### config.mk
export PLATFORM = sky130hd
export DESIGN_NAME = spi_port
export DESIGN_NICKNAME = d
export VERILOG_FILES = /design/src/rtl/spi_port_pkg.sv /design/src/rtl/spi_port_ctrl.sv /design/src/rtl/spi_port_dp.sv /design/src/rtl/spi_port.sv
export SDC_FILE = /design/constraint.sdc
export NUM_CORES = 1
export LEC_CHECK = 0
export ABC_AREA = 1
export BUFFER_PORTS_ARGS = -buffer_cell sky130_fd_sc_hd__buf_2
export CAP_MARGIN = 5
export CORE_AREA = 2 2 81 83
export CTS_BUF_LIST = sky130_fd_sc_hd__clkbuf_4 sky130_fd_sc_hd__clkbuf_8
export DETAILED_ROUTE_END_ITERATION = 8
export DIE_AREA = 0 0 83 85
export GPL_ROUTABILITY_DRIVEN = 0
export SETUP_SLACK_MARGIN = 0.4
export SLEW_MARGIN = 20
export SYNTH_ARGS = -nofsm -noshare
export SYNTH_HDL_FRONTEND = slang
export SYNTH_SLANG_ARGS = --single-unit
### constraint.sdc
create_clock -name clk -period 2.31 [get_ports clk]
set_input_delay 0.3465 -clock clk [delete_from_list [all_inputs] [get_ports clk]]
set_output_delay 0.3465 -clock clk [all_outputs]
set_load 0.1 [all_outputs]
### src/rtl/spi_port_pkg.sv
package spi_port_pkg;

  localparam int BYTE_W = 8;

  typedef enum logic [1:0] {
    REG_CTRL = 2'd0,
    REG_STAT = 2'd1,
    REG_DATA = 2'd2
  } regSel_e;

  // Configuration fields decoded from the control register
  typedef struct packed {
    logic       en;
    logic       master;
    logic       ignoreSel;
    logic       cpol;
    logic       cpha;
    logic [2:0] rate;
  } spiCfg_t;

  // Strobes from control to datapath
  typedef struct packed {
    logic loadTx;       // copy wrData into the shift register
    logic startMaster;  // launch a master frame
    logic abort;        // drop any frame in progress
  } spiStrobe_t;

endpackage

### src/rtl/spi_port_ctrl.sv
module spi_port_ctrl
  import spi_port_pkg::*;
(
  input  logic              clk,
  input  logic              rstN,
  input  logic [1:0]        regSel,
  input  logic              wrEn,
  input  logic              rdEn,
  input  logic [BYTE_W-1:0] wrData,
  input  logic              busy,
  input  logic              frameDone,
  input  logic              ssLow,
  input  logic [BYTE_W-1:0] rxData,
  output spiCfg_t           cfg,
  output spiStrobe_t        strb,
  output logic [BYTE_W-1:0] rdData,
  output logic              flagDone,
  output logic              flagColl,
  output logic              flagFault,
  output logic              irq
);

  logic [2:0] rateQ;
  logic       enQ, ignoreSelQ, masterQ, cpolQ, cphaQ;
  logic       clearArmed;

  logic wrCtrl, wrDataReg, rdStat, dataAccess;
  logic faultSet, collSet, clearNow, modeChange;

  assign wrCtrl     = wrEn && (regSel == REG_CTRL);
  assign wrDataReg  = wrEn && (regSel == REG_DATA);
  assign rdStat     = rdEn && (regSel == REG_STAT);
  assign dataAccess = (wrEn || rdEn) && (regSel == REG_DATA);

  assign faultSet   = enQ && masterQ && !ignoreSelQ && ssLow;
  assign collSet    = wrDataReg && busy;
  assign clearNow   = dataAccess && clearArmed;
  assign modeChange = wrCtrl && ((wrData[6] != enQ) || (wrData[4] != masterQ));

  // Control register
  always_ff @(posedge clk or negedge rstN) begin
    if (!rstN) begin
      rateQ      <= '0;
      enQ        <= 1'b0;
      ignoreSelQ <= 1'b0;
      masterQ    <= 1'b0;
      cpolQ      <= 1'b0;
      cphaQ      <= 1'b0;
    end else begin
      if (wrCtrl) begin
        rateQ      <= {wrData[7], wrData[1], wrData[0]};
        enQ        <= wrData[6];
        ignoreSelQ <= wrData[5];
        masterQ    <= wrData[4];
        cpolQ      <= wrData[3];
        cphaQ      <= wrData[2];
      end
      if (faultSet) begin
        masterQ <= 1'b0;
      end
    end
  end

  // Sticky flags and the two-step clear
  always_ff @(posedge clk or negedge rstN) begin
    if (!rstN) begin
      flagDone   <= 1'b0;
      flagColl   <= 1'b0;
      flagFault  <= 1'b0;
      clearArmed <= 1'b0;
    end else begin
      if (rdStat && (flagDone || flagColl || flagFault)) begin
        clearArmed <= 1'b1;
      end else if (dataAccess) begin
        clearArmed <= 1'b0;
      end

      if (frameDone)      flagDone <= 1'b1;
      else if (clearNow)  flagDone <= 1'b0;

      if (collSet)        flagColl <= 1'b1;
      else if (clearNow)  flagColl <= 1'b0;

      if (faultSet)       flagFault <= 1'b1;
      else if (clearNow)  flagFault <= 1'b0;
    end
  end

  always_comb begin
    cfg.en        = enQ;
    cfg.master    = masterQ;
    cfg.ignoreSel = ignoreSelQ;
    cfg.cpol      = cpolQ;
    cfg.cpha      = cphaQ;
    cfg.rate      = rateQ;
  end

  always_comb begin
    strb.loadTx      = wrDataReg && !busy;
    strb.startMaster = wrDataReg && !busy && enQ && masterQ && !faultSet;
    strb.abort       = faultSet || modeChange;
  end

  always_comb begin
    case (regSel)
      REG_CTRL: rdData = {rateQ[2], enQ, ignoreSelQ, masterQ, cpolQ, cphaQ, rateQ[1], rateQ[0]};
      REG_STAT: rdData = {flagDone, flagColl, 1'b0, flagFault, 4'b0000};
      REG_DATA: rdData = rxData;
      default:  rdData = '0;
    endcase
  end

  assign irq = flagDone || flagFault;

endmodule

### src/rtl/spi_port_dp.sv
module spi_port_dp
  import spi_port_pkg::*;
#(
  parameter int SYNC_STAGES = 2,
  parameter int RATE_CODES  = 6
) (
  input  logic              clk,
  input  logic              rstN,
  input  spiCfg_t           cfg,
  input  spiStrobe_t        strb,
  input  logic [BYTE_W-1:0] wrData,
  input  logic              sckIn,
  input  logic              mosiIn,
  input  logic              misoIn,
  input  logic              ssN,
  output logic              sckOut,
  output logic              sckOe,
  output logic              mosiOut,
  output logic              mosiOe,
  output logic              misoOut,
  output logic              misoOe,
  output logic              busy,
  output logic              frameDone,
  output logic              ssLow,
  output logic [BYTE_W-1:0] rxData
);

  localparam int              EDGES    = 2 * BYTE_W;
  localparam int              ECNT_W   = $clog2(EDGES);
  localparam int              HCNT_W   = $clog2(2 << (RATE_CODES - 1));
  localparam logic [2:0]      RATE_TOP = 3'(RATE_CODES - 1);
  localparam logic [HCNT_W:0] MIN_HALF = (HCNT_W + 1)'(2);
  localparam logic [ECNT_W-1:0] LAST_EDGE = ECNT_W'(EDGES - 1);

  // Input synchronisers: {ssN, sckIn, mosiIn}
  logic [2:0] syncQ [SYNC_STAGES];
  logic       ssSync, sckSync, mosiSync, sckPrev;

  always_ff @(posedge clk or negedge rstN) begin
    if (!rstN) begin
      for (int s = 0; s < SYNC_STAGES; s++) syncQ[s] <= 3'b100;
      sckPrev <= 1'b0;
    end else begin
      syncQ[0] <= {ssN, sckIn, mosiIn};
      for (int s = 1; s < SYNC_STAGES; s++) syncQ[s] <= syncQ[s-1];
      sckPrev <= sckSync;
    end
  end

  assign ssSync   = syncQ[SYNC_STAGES-1][2];
  assign sckSync  = syncQ[SYNC_STAGES-1][1];
  assign mosiSync = syncQ[SYNC_STAGES-1][0];
  assign ssLow    = !ssSync;

  // Prescaler: half SCK period = 2 << rate, clamped at the top code
  logic [2:0]        rateEff;
  logic [HCNT_W:0]   halfSpan;
  logic [HCNT_W-1:0] halfLim, halfCnt;

  assign rateEff  = (cfg.rate > RATE_TOP) ? RATE_TOP : cfg.rate;
  assign halfSpan = MIN_HALF << rateEff;
  assign halfLim  = HCNT_W'(halfSpan - 1'b1);

  // Frame engine
  logic              mBusy, sckLevel, sampleBit;
  logic [ECNT_W-1:0] edgeCnt;
  logic [BYTE_W-1:0] shiftReg, rxBuf;
  logic              mActive, slaveSel, mEdge, sEdge, anyEdge, leading, lastEdge;
  logic              inBit, sampleNow, shiftNow, finalNow;
  logic [BYTE_W-1:0] shiftNext;

  assign mActive   = cfg.en && cfg.master;
  assign slaveSel  = cfg.en && !cfg.master && (cfg.ignoreSel || !ssSync);
  assign mEdge     = mBusy && (halfCnt == halfLim);
  assign sEdge     = slaveSel && (sckSync != sckPrev);
  assign anyEdge   = mEdge || sEdge;
  assign leading   = !edgeCnt[0];
  assign lastEdge  = (edgeCnt == LAST_EDGE);
  assign inBit     = cfg.master ? misoIn : mosiSync;
  assign sampleNow = anyEdge && (cfg.cpha ? !leading : leading);
  assign shiftNow  = anyEdge && !lastEdge &&
                     (cfg.cpha ? (leading && (edgeCnt != '0)) : !leading);
  assign finalNow  = anyEdge && lastEdge;
  assign shiftNext = {shiftReg[BYTE_W-2:0], cfg.cpha ? inBit : sampleBit};

  always_ff @(posedge clk or negedge rstN) begin
    if (!rstN) begin
      mBusy     <= 1'b0;
      sckLevel  <= 1'b0;
      sampleBit <= 1'b0;
      edgeCnt   <= '0;
      halfCnt   <= '0;
      shiftReg  <= '0;
      rxBuf     <= '0;
      frameDone <= 1'b0;
    end else begin
      frameDone <= finalNow && !strb.abort;
      if (strb.abort) begin
        mBusy    <= 1'b0;
        sckLevel <= 1'b0;
        edgeCnt  <= '0;
        halfCnt  <= '0;
      end else if (strb.loadTx) begin
        shiftReg <= wrData;
        if (strb.startMaster) begin
          mBusy    <= 1'b1;
          sckLevel <= 1'b0;
          edgeCnt  <= '0;
          halfCnt  <= '0;
        end
      end else begin
        if (mBusy) halfCnt <= mEdge ? '0 : halfCnt + 1'b1;
        if (mEdge) sckLevel <= !sckLevel;
        if (sampleNow) sampleBit <= inBit;
        if (shiftNow) shiftReg <= {shiftReg[BYTE_W-2:0], sampleBit};
        if (finalNow) begin
          shiftReg <= shiftNext;
          rxBuf    <= shiftNext;
          edgeCnt  <= '0;
          mBusy    <= 1'b0;
        end else if (anyEdge) begin
          edgeCnt <= edgeCnt + 1'b1;
        end
        if (!slaveSel && !mBusy) edgeCnt <= '0;
      end
    end
  end

  assign busy    = mBusy || (edgeCnt != '0);
  assign rxData  = rxBuf;
  assign sckOe   = mActive;
  assign sckOut  = cfg.cpol ^ sckLevel;
  assign mosiOe  = mActive;
  assign mosiOut = shiftReg[BYTE_W-1];
  assign misoOe  = slaveSel;
  assign misoOut = shiftReg[BYTE_W-1];

endmodule

### src/rtl/spi_port.sv
module spi_port
  import spi_port_pkg::*;
#(
  parameter int SYNC_STAGES = 2,
  parameter int RATE_CODES  = 6
) (
  input  logic       clk,
  input  logic       rstN,
  input  logic [1:0] regSel,
  input  logic       wrEn,
  input  logic       rdEn,
  input  logic [7:0] wrData,
  output logic [7:0] rdData,
  output logic       irq,
  input  logic       sckIn,
  output logic       sckOut,
  output logic       sckOe,
  input  logic       mosiIn,
  output logic       mosiOut,
  output logic       mosiOe,
  input  logic       misoIn,
  output logic       misoOut,
  output logic       misoOe,
  input  logic       ssN
);

  spiCfg_t           cfg;
  spiStrobe_t        strb;
  logic              busy, frameDone, ssLow;
  logic              flagDone, flagColl, flagFault;
  logic [BYTE_W-1:0] rxData;

  spi_port_ctrl u_ctrl (
    .clk       (clk),
    .rstN      (rstN),
    .regSel    (regSel),
    .wrEn      (wrEn),
    .rdEn      (rdEn),
    .wrData    (wrData),
    .busy      (busy),
    .frameDone (frameDone),
    .ssLow     (ssLow),
    .rxData    (rxData),
    .cfg       (cfg),
    .strb      (strb),
    .rdData    (rdData),
    .flagDone  (flagDone),
    .flagColl  (flagColl),
    .flagFault (flagFault),
    .irq       (irq)
  );

  spi_port_dp #(
    .SYNC_STAGES (SYNC_STAGES),
    .RATE_CODES  (RATE_CODES)
  ) u_dp (
    .clk       (clk),
    .rstN      (rstN),
    .cfg       (cfg),
    .strb      (strb),
    .wrData    (wrData),
    .sckIn     (sckIn),
    .mosiIn    (mosiIn),
    .misoIn    (misoIn),
    .ssN       (ssN),
    .sckOut    (sckOut),
    .sckOe     (sckOe),
    .mosiOut   (mosiOut),
    .mosiOe    (mosiOe),
    .misoOut   (misoOut),
    .misoOe    (misoOe),
    .busy      (busy),
    .frameDone (frameDone),
    .ssLow     (ssLow),
    .rxData    (rxData)
  );

endmodule

After elaboration in Yosys (flattened, before gate mapping)
Index checks and enable logic that the tools add are counted.
W data, S select, Z words.
{"block": "word_totals", "mem_bits_ro": 0, "word_cells": 138, "latchBits": 0, "register_bits": 49, "memories": 0, "output_inout_bits": 15, "mem_bits_rw": 0}
{"block": "op_classes", "muxes": 36, "addsub": 3, "n_eq_ne": 8, "n_div": 0, "magnitude_cmp": 1, "bitwise": 3, "n_shift": 1, "n_mul": 0, "reduce_logical": 65}
{"op": "$mux W6", "n": 5}
{"op": "$logic_and A1 B1 Y1", "n": 26}
{"op": "$mux W4", "n": 6}
{"op": "$mux W8", "n": 3}
{"op": "$pmux W8 S3", "n": 1}
{"op": "$mux W1", "n": 20}
{"op": "$reduce_bool A3 Y1", "n": 4}
{"op": "$logic_not A1 Y1", "n": 11}
{"op": "$reduce_and A2 Y1", "n": 5}
{"op": "$reduce_bool A2 Y1", "n": 5}
{"op": "$logic_or A1 B1 Y1", "n": 9}
{"op": "$add A6 B1 Y6 const B", "n": 1}
{"op": "$eq A6 B6 Y1", "n": 1}
{"op": "$reduce_and A3 Y1", "n": 2}
{"op": "$shl A2 B3 Y6 const A", "n": 1}
{"op": "$sub A6 B1 Y6 const B", "n": 1}
{"op": "$reduce_bool A5 Y1", "n": 1}
{"op": "$add A4 B1 Y4 const B", "n": 1}
{"op": "$eq A4 B4 Y1 const B", "n": 1}
{"op": "$reduce_bool A4 Y1", "n": 1}
{"op": "$gt A3 B3 Y1 const B", "n": 1}
{"op": "$mux W3", "n": 1}
{"op": "$ne A1 B1 Y1", "n": 3}
{"op": "$ne A3 B2 Y1 const B", "n": 1}
{"op": "5 further kinds", "n": 6}

Depth between registers and ports, before layout
Gate-level depths: netlist of the first run.
{"block": "logic_depth", "depth_word": 12, "ltp_mapped": 17}

Modules after synthesis
A second synthesis of the first run with hierarchy kept.
{"block": "unflattened", "cells_unflattened": 357, "area_unflattened_um2": 2681.3}
{"module": "spi_port_dp", "area_each_um2": 1923.1, "instances": 1, "cells_each": 242}
{"module": "spi_port_ctrl", "area_each_um2": 758.2, "instances": 1, "cells_each": 115}

Worst setup path before layout of the first run
OpenSTA, ideal clock, no wires.
{"block": "synth_timing", "kind": "reg2reg", "from": "register u_ctrl.masterQ", "to": "register u_dp.rxBuf[3] (netlist: u_dp.rxData[3])", "synth_period_minus_slack_ns": 3.176, "path_slack_ns": -0.866, "arrival_time_ns": 3.058, "required_time_ns": 2.192, "stages_incl_launch_ff": 12, "cell_sequence": "dfrtp_1 > inv_1 > nand2_1 > a21oi_1 > nand2_1 > nand2_4 > nand2_4 > nor2_4 > inv_2 > buf_6 > nand2_1 > o21ai_2"}
{"block": "synth_via", "elab_chain_len": 7, "word_cells_on_any_way": 15, "classes_between": "1 x eq/ne; 1 x bitwise; 13 x reduce/logical"}
{"item": "from (decl)", "line_no": "spi_port_ctrl.sv:24", "text": "logic enQ, ignoreSelQ, masterQ, cpolQ, cphaQ;"}
{"item": "from (signal assigned)", "line_no": "spi_port_ctrl.sv:54", "text": "masterQ <= wrData[4];"}
{"item": "$logic_not A1 Y1", "line_no": "spi_port_dp.sv:73", "text": "assign slaveSel = cfg.en && !cfg.master && (cfg.ignoreSel || !ssSync);"}
{"item": "$logic_and A1 B1 Y1 (2 in series)", "line_no": "spi_port_dp.sv:73"}
{"item": "net misoOe", "line_no": "spi_port.sv:23", "text": "output logic misoOe,"}
{"item": "$logic_and A1 B1 Y1", "line_no": "spi_port_dp.sv:75", "text": "assign sEdge = slaveSel && (sckSync != sckPrev);"}
{"item": "$logic_or A1 B1 Y1", "line_no": "spi_port_dp.sv:76", "text": "assign anyEdge = mEdge || sEdge;"}
{"item": "$logic_and A1 B1 Y1", "line_no": "spi_port_dp.sv:83", "text": "assign finalNow = anyEdge && lastEdge;"}
{"item": "$reduce_and A3 Y1 (no line)"}
{"item": "to (signal assigned)", "line_no": "spi_port_dp.sv:118", "text": "rxBuf <= shiftNext;"}
{"item": "to (decl)", "line_no": "spi_port_dp.sv:67", "text": "logic [BYTE_W-1:0] shiftReg, rxBuf;"}
The timed path passes the listed nets, and every way through them passes these cells.
A chain may end at the register's enable or synchronous reset.

Worst setup path in the final report of the first run
{"block": "layout_timing", "from": "register u_ctrl.rateQ[1]", "to": "register u_dp.rxBuf[0] (netlist: u_dp.rxData[0])"}
{"block": "layout_via", "elab_chain_len": 9}
{"item": "from (decl)", "line_no": "spi_port_ctrl.sv:23", "text": "logic [2:0] rateQ;"}
{"item": "from (signal assigned)", "line_no": "spi_port_ctrl.sv:51", "text": "rateQ <= {wrData[7], wrData[1], wrData[0]};"}
{"item": "$gt A3 B3 Y1", "line_no": "spi_port_dp.sv:60", "text": "assign rateEff = (cfg.rate > RATE_TOP) ? RATE_TOP : cfg.rate;"}
{"item": "$mux W3 (*)", "line_no": "spi_port_dp.sv:60"}
{"item": "$shl A2 B3 Y6 (*)", "line_no": "spi_port_dp.sv:61", "text": "assign halfSpan = MIN_HALF << rateEff;"}
{"item": "$sub A6 B1 Y6 (*)", "line_no": "spi_port_dp.sv:62", "text": "assign halfLim = HCNT_W'(halfSpan - 1'b1);"}
{"item": "$eq A6 B6 Y1 (*)", "line_no": "spi_port_dp.sv:74", "text": "assign mEdge = mBusy && (halfCnt == halfLim);"}
{"item": "$logic_and A1 B1 Y1 (*)", "line_no": "spi_port_dp.sv:74"}
{"item": "$logic_or A1 B1 Y1 (*)", "line_no": "spi_port_dp.sv:76"}
{"item": "$logic_and A1 B1 Y1 (*)", "line_no": "spi_port_dp.sv:83"}
{"item": "$reduce_and A3 Y1 (no line) (*)"}
Mark *: on every way between the ends. The rest lies on a longest branch, timed or not.

==> flow_summary_export.csv, run 1 <==
group,metric,value,unit
drt,viasPerCell,4.985,
cts,htree_levels,2,
status,status,"completed",
timing,final_max_slew_viol_count,0,
drt,num_vias,2383,
logic_synthesis,muxShareOfSynthArea,0,%
power,p_sw_share,43.98,%
die,initial_core_util,43.32,%
drt,routed_wl,6.756,mm
timing,rsz0062_at_grt,"yes",
logic_synthesis,synth-compound-area-share,14.62,%
global_route,grt.overflow.total,0,
critical_path,path_cells,"nor2_2, nand2_2, ha_4, nor2_2, nor2_1, nand3_1, nor2_4, nand2_4, nand2_4, nand2_4, nor2_4, buf_4, o22ai_1",
logic_synthesis,yosys.area.top_type,"dfrtp_1",
global_route,antenna_found_initial,0,
logic_synthesis,ys_warn_count,0,
critical_path,crit_arrival,2.29,ns
critical_path,criticalPathCategory,"flop to flop",
logic_synthesis,post_synth.cell_area_avg,7.928,um2
logic_synthesis,netlist-cell-type-count,31,
power,p_comb_share,42.8,%
layout,drive_above_1_share,35.91,%
drt,drc,0,
critical_path,slowest_delay,0.43,ns
critical_path,critPathBufInv,1,
critical_path,crit_slowest_cell,"dfrtp_1",
layout,nets,422,
logic_synthesis,synth-xor-area-share,2.933,%
cts,cts_buffers,5,
global_route,grt_pass1_vias,2212,
drt,ant_nets,0,
power,p_per_area,926.3,nW/um2
cts,clkSinkCount,49,
timing,max_slew_margin,67.72,%
logic_synthesis,synth_cells,339,
drt,dr.pass1.iters,6,
power,internal_power,1.836,mW
global_route,grt_pass1_wl,10.83,mm
die,die_w,83,um
critical_path,r2r-end,"u_dp.rxData[0]$_DFFE_PN0P_",
logic_synthesis,ys_seq_elements,49,
layout,syn2layout_area_growth,31.66,%
die,core,6205,um2
timing,worst_pin_slew,0.4875,ns
placed_design,dpl_cell_area,3083,um2
cts,insertion_delay,0.30,ns
drt,drt-initial-drc-count,131,
cts,clockBufferDepth,2,
worst_hold_path,min_from,"ssN",
die,die-area,7055,um2
critical_path,rrSetupSlack,0.20,ns
timing,fin_crit_sh,91.29,%
logic_synthesis,synth-adder-area-share,1.862,%
logic_synthesis,synth-simple-area-share,26.49,%
critical_path,cp_max_fo,4,
die,io_pins,33,
logic_synthesis,seq_area_frac_synth,45.72,%
power,ir_drop,0.9230,mV
timing,fin_worst_skew,0.01271,ns
power,power.share.clock,22.3,%
logic_synthesis,synth_top_family_by_area,"simple AND/OR/NAND/NOR gates",
cts,clk_pin_slew_worst_paths,0.09,ns
job,max_cap_viol_count,0,
critical_path,r2r-start,"u_ctrl.rateQ[1]$_DFFE_PN0P_",
logic_synthesis,synth_area,2688,um2
cts,cts_tree,"built",
die,die-height,85,um
timing,fmax,0.4742,GHz
logic_synthesis,synth_edf_count,0,
power,seqPwrFrac,34.8,%
logic_synthesis,async_flop_share,100.0,%
drt,wl_per_cell,14.13,um
die,core.rowCount,29,
critical_path,critPathMostFrequentCell,"nand2_4",
worst_hold_path,hp-class,"primary input to flop",
global_route,track_usage,19.25,%
timing,hold_viol,0,
worst_hold_path,min_path_cells,1,
layout,num_antenna_cells,0,
logic_synthesis,yosys.area.top_type_share,43.76,%
cts,clock-root-buffer,"clkbuf_8",
critical_path,setup.worst_path.start_class,"flop",
power,p_switching,1.442,mW
logic_synthesis,synth_fp_nets,361,
power,p_leak,1.683,nW
timing,setup_viol,0,
placed_design,preCtsSetupSlack,0.006732,ns
placed_design,port_buffers,32,
layout,design_area,3538,um2
timing,fin_ws,0.2011,ns
timing,min_period,2.109,ns
logic_synthesis,ys_top_cells_by_area,"dfrtp_1 (44%), nand2_1 (13%), inv_1 (5.9%), o21ai_0 (5.6%), nand3_1 (3.7%)",
critical_path,reg2regPathDepth,13,
logic_synthesis,synth_ff_type,"dfrtp_1",
timing,holdWs,0.1403,ns
critical_path,worst_setup_path_end_kind,"flop",
critical_path,critical_path_required,2.49,ns
worst_hold_path,min_to,"u_dp.syncQ[5]$_DFF_PN1_",
critical_path,critPathTopFamily,"simple AND/OR/NAND/NOR gates",
power,total_power,3.278,mW
placed_design,hpwl,4.895,mm
global_route,grt_max_degree,20,
## layer usage
| layer | share of wire (%) | GRT usage (%) | vias up |
|---|---|---|---|
| li1 | - | - | 1206 |
| met1 | 46 | 26.67 | 1116 |
| met4 | 1.1 | 5.067 | 0 |
| met2 | 49 | 31.89 | 52 |
| met5 | 0 | 0 | - |
| met3 | 3.9 | 2.821 | 9 |
## stage by stage
step	utilization [%]	std cells	setup TNS, ns
4_1_cts	54.85	471	0
5_1_grt	57.03	478	0
3_5_place_dp	49.69	446	0
6_report	57.03	478	0
3_3_place_gp	49.69	446	0
2_1_floorplan	-	339	-0.4098
## synthesized netlist by cell type (3+ instances only)
library cell	n
dfrtp_1	47
o21ai_0	30
nor2_4	6
o221ai_1	3
nand2_1	92
nor2_1	24
inv_2	6
o21ai_1	6
inv_1	42
nand4_1	5
nand3_1	20
a21oi_1	9
nand2_2	5
xor2_1	7
ha_1	4
o21ai_2	8
## how the worst max path moves through the flow
stage                                 from                    endpoint  cells past startpoint
2_1_floorplan                    regSel[0]                   rdData[4]                      4
3_3_place_gp   u_ctrl.rateQ[1]$_DFFE_PN0P_  u_dp.rxData[5]$_DFFE_PN0P_                     15
3_5_place_dp   u_ctrl.rateQ[1]$_DFFE_PN0P_  u_dp.rxData[2]$_DFFE_PN0P_                     15
4_1_cts        u_ctrl.rateQ[1]$_DFFE_PN0P_  u_dp.rxData[0]$_DFFE_PN0P_                     13
5_1_grt        u_ctrl.rateQ[1]$_DFFE_PN0P_  u_dp.rxData[0]$_DFFE_PN0P_                     13
6_report       u_ctrl.rateQ[1]$_DFFE_PN0P_  u_dp.rxData[0]$_DFFE_PN0P_                     13
## cell type report
class | instances | area (um2)
repair inverters | 1 | 6.256
flip-flops and latches | 49 | 1229
clock buffers | 5 | 68.82
clock inverters | 3 | 68.82
inverters | 48 | 193.9
repair buffers | 59 | 399.1
fillers | 568 | 2666
multi-input cells | 236 | 1476
well taps | 77 | 96.34
## placed cells by master, fill, tap and decap left out, types with 3 or more instances in the layout
cell,count
inv_4,3
inv_2,7
nand2_1,79
buf_6,3
o21ai_2,12
a21oi_4,3
nand4_1,5
dfrtp_1,47
buf_2,28
nor2_2,4
a21oi_1,4
a21oi_2,4
inv_1,37
o21ai_0,18
o21ai_1,13
nor2_1,18
buf_4,24
nor2_4,9
nand3_2,4
nand2_4,5
clkbuf_8,5
xor2_1,6
o221ai_1,3
ha_1,3
nand2_2,14
nand3_1,14
## power groups by stage
stage	registers [mW]	logic, mW	clock network, mW
after floorplan	1.20	1.00	0
after global routing	1.16	1.51	0.786
final	1.14	1.40	0.732
after CTS	1.14	1.34	0.751
after detailed placement	1.16	1.27	0
after global placement	1.15	1.27	0
## worst reg2reg max path: cells and delay by family (launching register included)
kind | cells | cell delay (ns)
buf+inv | 1 | 0.15
flops | 1 | 0.43
compound gates | 1 | 0.05
simple gates | 10 | 1.07
fa+ha+maj | 1 | 0.29
## flip-flops by register name (all words and copies together) (netlist names), 3 cells and up
register,flops
u_dp.rxData,8
u_dp.shiftReg,8
u_dp.halfCnt,6
u_dp.edgeCnt,4
u_ctrl.rateQ,3
u_dp.syncQ,3
## logic make-up after synthesis
| kind of cell | after synthesis |
|---|---|
| DFF | 49 |
| adders and majority gates | 4 |
| xor gates and xnor gates | 9 |
| buffers and inverters | 54 |
| and+or+nand+nor | 158 |
| AOI/OAI and AO/OA | 65 |
## repair_timing
item,4_1_cts,5_1_grt
setup endpoints to repair,29,33
resized for setup,14,25
endpoints found under the hold margin,15,0
setup buffers,15,7
gates cloned,1,0
hold buffers,1,0
pin swaps,10,14
No activity file was read; power rests on OpenSTA's default activity.
==> run 2, diff against run 1 <==
--- a/config.mk
+++ b/config.mk
@@ -13,6 +13,7 @@
 export DETAILED_ROUTE_END_ITERATION = 8
 export DIE_AREA = 0 0 83 85
 export GPL_ROUTABILITY_DRIVEN = 0
+export HOLD_SLACK_MARGIN = 0.15
 export SETUP_SLACK_MARGIN = 0.4
 export SLEW_MARGIN = 20
 export SYNTH_ARGS = -nofsm -noshare
==> flow_summary_export.csv, run 2 (synthesis results as in run 1) <==
group,metric,value,unit
status,status,"completed",
cts,clk_pin_slew_worst_paths,0.10,ns
drt,drc,0,
global_route,grt_pass1_vias,2224,
drt,dr.pass1.iters,5,
cts,insertion_delay,0.30,ns
drt,met3WireLength,221,um
timing,rsz0062_at_grt,"yes",
timing,fin_crit_sh,91.33,%
global_route,grt_max_degree,20,
power,total_power,3.284,mW
layout,syn2layout_area_growth,32.77,%
timing,holdWs,0.2626,ns
power,p_switching,1.444,mW
placed_design,hpwl,4.895,mm
layout,n_fill_cell,563,
layout,design_area,3568,um2
timing,min_period,2.110,ns
drt,wl_met1,3.212,mm
cts,clockBufferDepth,2,
drt,dr_wl_met2,3.275,mm
power,seqPwrFrac,34.8,%
die,initial_core_util,43.32,%
placed_design,port_buffers,32,
timing,final_max_slew_viol_count,0,
drt,routed_wl,6.785,mm
layout,num_antenna_cells,0,
placed_design,preCtsSetupSlack,0.006732,ns
critical_path,path_cells,"nor2_2, nand2_2, ha_4, nor2_2, nor2_1, nand3_1, nor2_4, nand2_4, nand2_4, nand2_4, nor2_4, buf_4, o22ai_1",
layout,nets,425,
critical_path,crit_slowest_cell,"dfrtp_1",
global_route,antenna_found_initial,0,
layout,layout_common_cells,"nand2_1 (79), dfrtp_1 (47), inv_1 (37)",
placed_design,dpl_cell_area,3083,um2
critical_path,worst_setup_path_end_kind,"flop",
critical_path,setup.worst_path.start_class,"flop",
power,internal_power,1.839,mW
timing,hold_viol,0,
drt,ant_nets,0,
critical_path,critPathMostFrequentCell,"nand2_4",
critical_path,critical_path_required,2.49,ns
timing,fin_ws,0.2002,ns
timing,max_slew_margin,67.73,%
critical_path,crit_arrival,2.29,ns
power,p_per_area,920.2,nW/um2
cts,cts_tree,"built",
timing,setup_viol,0,
drt,maxUsedRoutingLayer,"met4",
die,io_pins,33,
critical_path,criticalPathCategory,"flop to flop",
global_route,grt_pass1_wl,10.86,mm
cts,htree_levels,2,
cts,clkSinkCount,49,
drt,wl_per_cell,14.11,um
drt,drt-initial-drc-count,126,
cts,cts_buffers,5,
die,die-area,7055,um2
layout,final_common_cell,"nand2_1",
die,die-height,85,um
die,die_w,83,um
power,p_sw_share,43.99,%
critical_path,critPathTopFamily,"simple AND/OR/NAND/NOR gates",
drt,viasPerCell,4.979,
critical_path,cp_max_fo,4,
placed_design,placedCellCount,446,
die,core,6205,um2
timing,fin_worst_skew,0.01280,ns
critical_path,slowest_delay,0.43,ns
timing,setup-tns-final,0,ns
drt,num_vias,2395,
power,p_comb_share,42.9,%
timing,fmax,0.4740,GHz
power,ir_drop,0.9234,mV
global_route,grt.overflow.total,0,
worst_hold_path,hp-class,"primary input to flop",
cts,clock-root-buffer,"clkbuf_8",
timing,worst_pin_slew,0.4874,ns
layout,final_util,57.51,%
die,core.rowCount,29,
layout,drive_above_1_share,35.64,%
critical_path,critPathBufInv,1,
job,max_cap_viol_count,0,
power,power.share.clock,22.3,%
global_route,track_usage,19.29,%
layout,final_cell_count_no_fill,481,
power,p_leak,1.696,nW
[run 2: cell types whose count changed in the layout (fill, tap and decap cells not counted), sizes merged]
cell         previous run  this run
dlygate4sd3             1         4
[run 2: what timing repair did]
action	4_1_cts	5_1_grt
endpoints found under the setup margin	29	33
gates resized for setup	14	25
hold endpoints to repair	18	0
setup buffers	15	7
pin swaps	10	14
hold buffers	4	0
cloned	1	0
[run 2: worst min-delay path, stage by stage]
cell and delay [ns]:
buf_2 0.09, nand2_1 0.04, o21ai_0 0.06
[run 2: area by class of cell]
cell class | count | area [um2] | area share, %
clock buffer | 5 | 68.82 | 1.928
clock inverter | 3 | 68.82 | 1.928
inverter | 48 | 193.9 | 5.435
multi-input combinational | 236 | 1476 | 41.37
sequential | 49 | 1229 | 34.43
tap | 77 | 96.34 | 2.700
timing repair buffer | 62 | 429.2 | 12.03
timing repair inverter | 1 | 6.256 | 0.1753
[run 2: power by group through the flow]
| stage | Clock [mW] | Sequential, mW | Combinational (mW) |
|---|---|---|---|
| 2_1_floorplan | 0 | 1.20 | 1.00 |
| 3_3_place_gp | 0 | 1.15 | 1.27 |
| 3_5_place_dp | 0 | 1.16 | 1.27 |
| 4_1_cts | 0.751 | 1.14 | 1.35 |
| 5_1_grt | 0.786 | 1.16 | 1.52 |
| 6_report | 0.733 | 1.14 | 1.41 |
[run 2: final timing paths]
path / startpoint / endpoint / slack (ns) / cells past startpoint
worst max-delay path: u_ctrl.rateQ[1]$_DFFE_PN0P_ / u_dp.rxData[0]$_DFFE_PN0P_ / 0.20 / 13
worst min-delay path: wrData[5] / u_ctrl.ignoreSelQ$_DFFE_PN0P_ / 0.26 / 3
worst max register to register: u_ctrl.rateQ[1]$_DFFE_PN0P_ / u_dp.rxData[0]$_DFFE_PN0P_ / 0.20 / 13
worst min register to register: u_dp.syncQ[4]$_DFF_PN0_ / u_dp.sckSync$_DFF_PN0_ / 0.35 / 0
max in group asynchronous: rstN / u_dp.ssSync$_DFF_PN1_ / 1.16 / 3
min in group asynchronous: rstN / u_dp.rxData[2]$_DFFE_PN0P_ / 0.50 / 2
[run 2: per-layer routing]
layer | vias up | GRT usage, %
met5 | - | 0
li1 | 1213 | -
met3 | 9 | 2.821
met4 | 0 | 5.067
met2 | 49 | 32.04
met1 | 1124 | 26.67
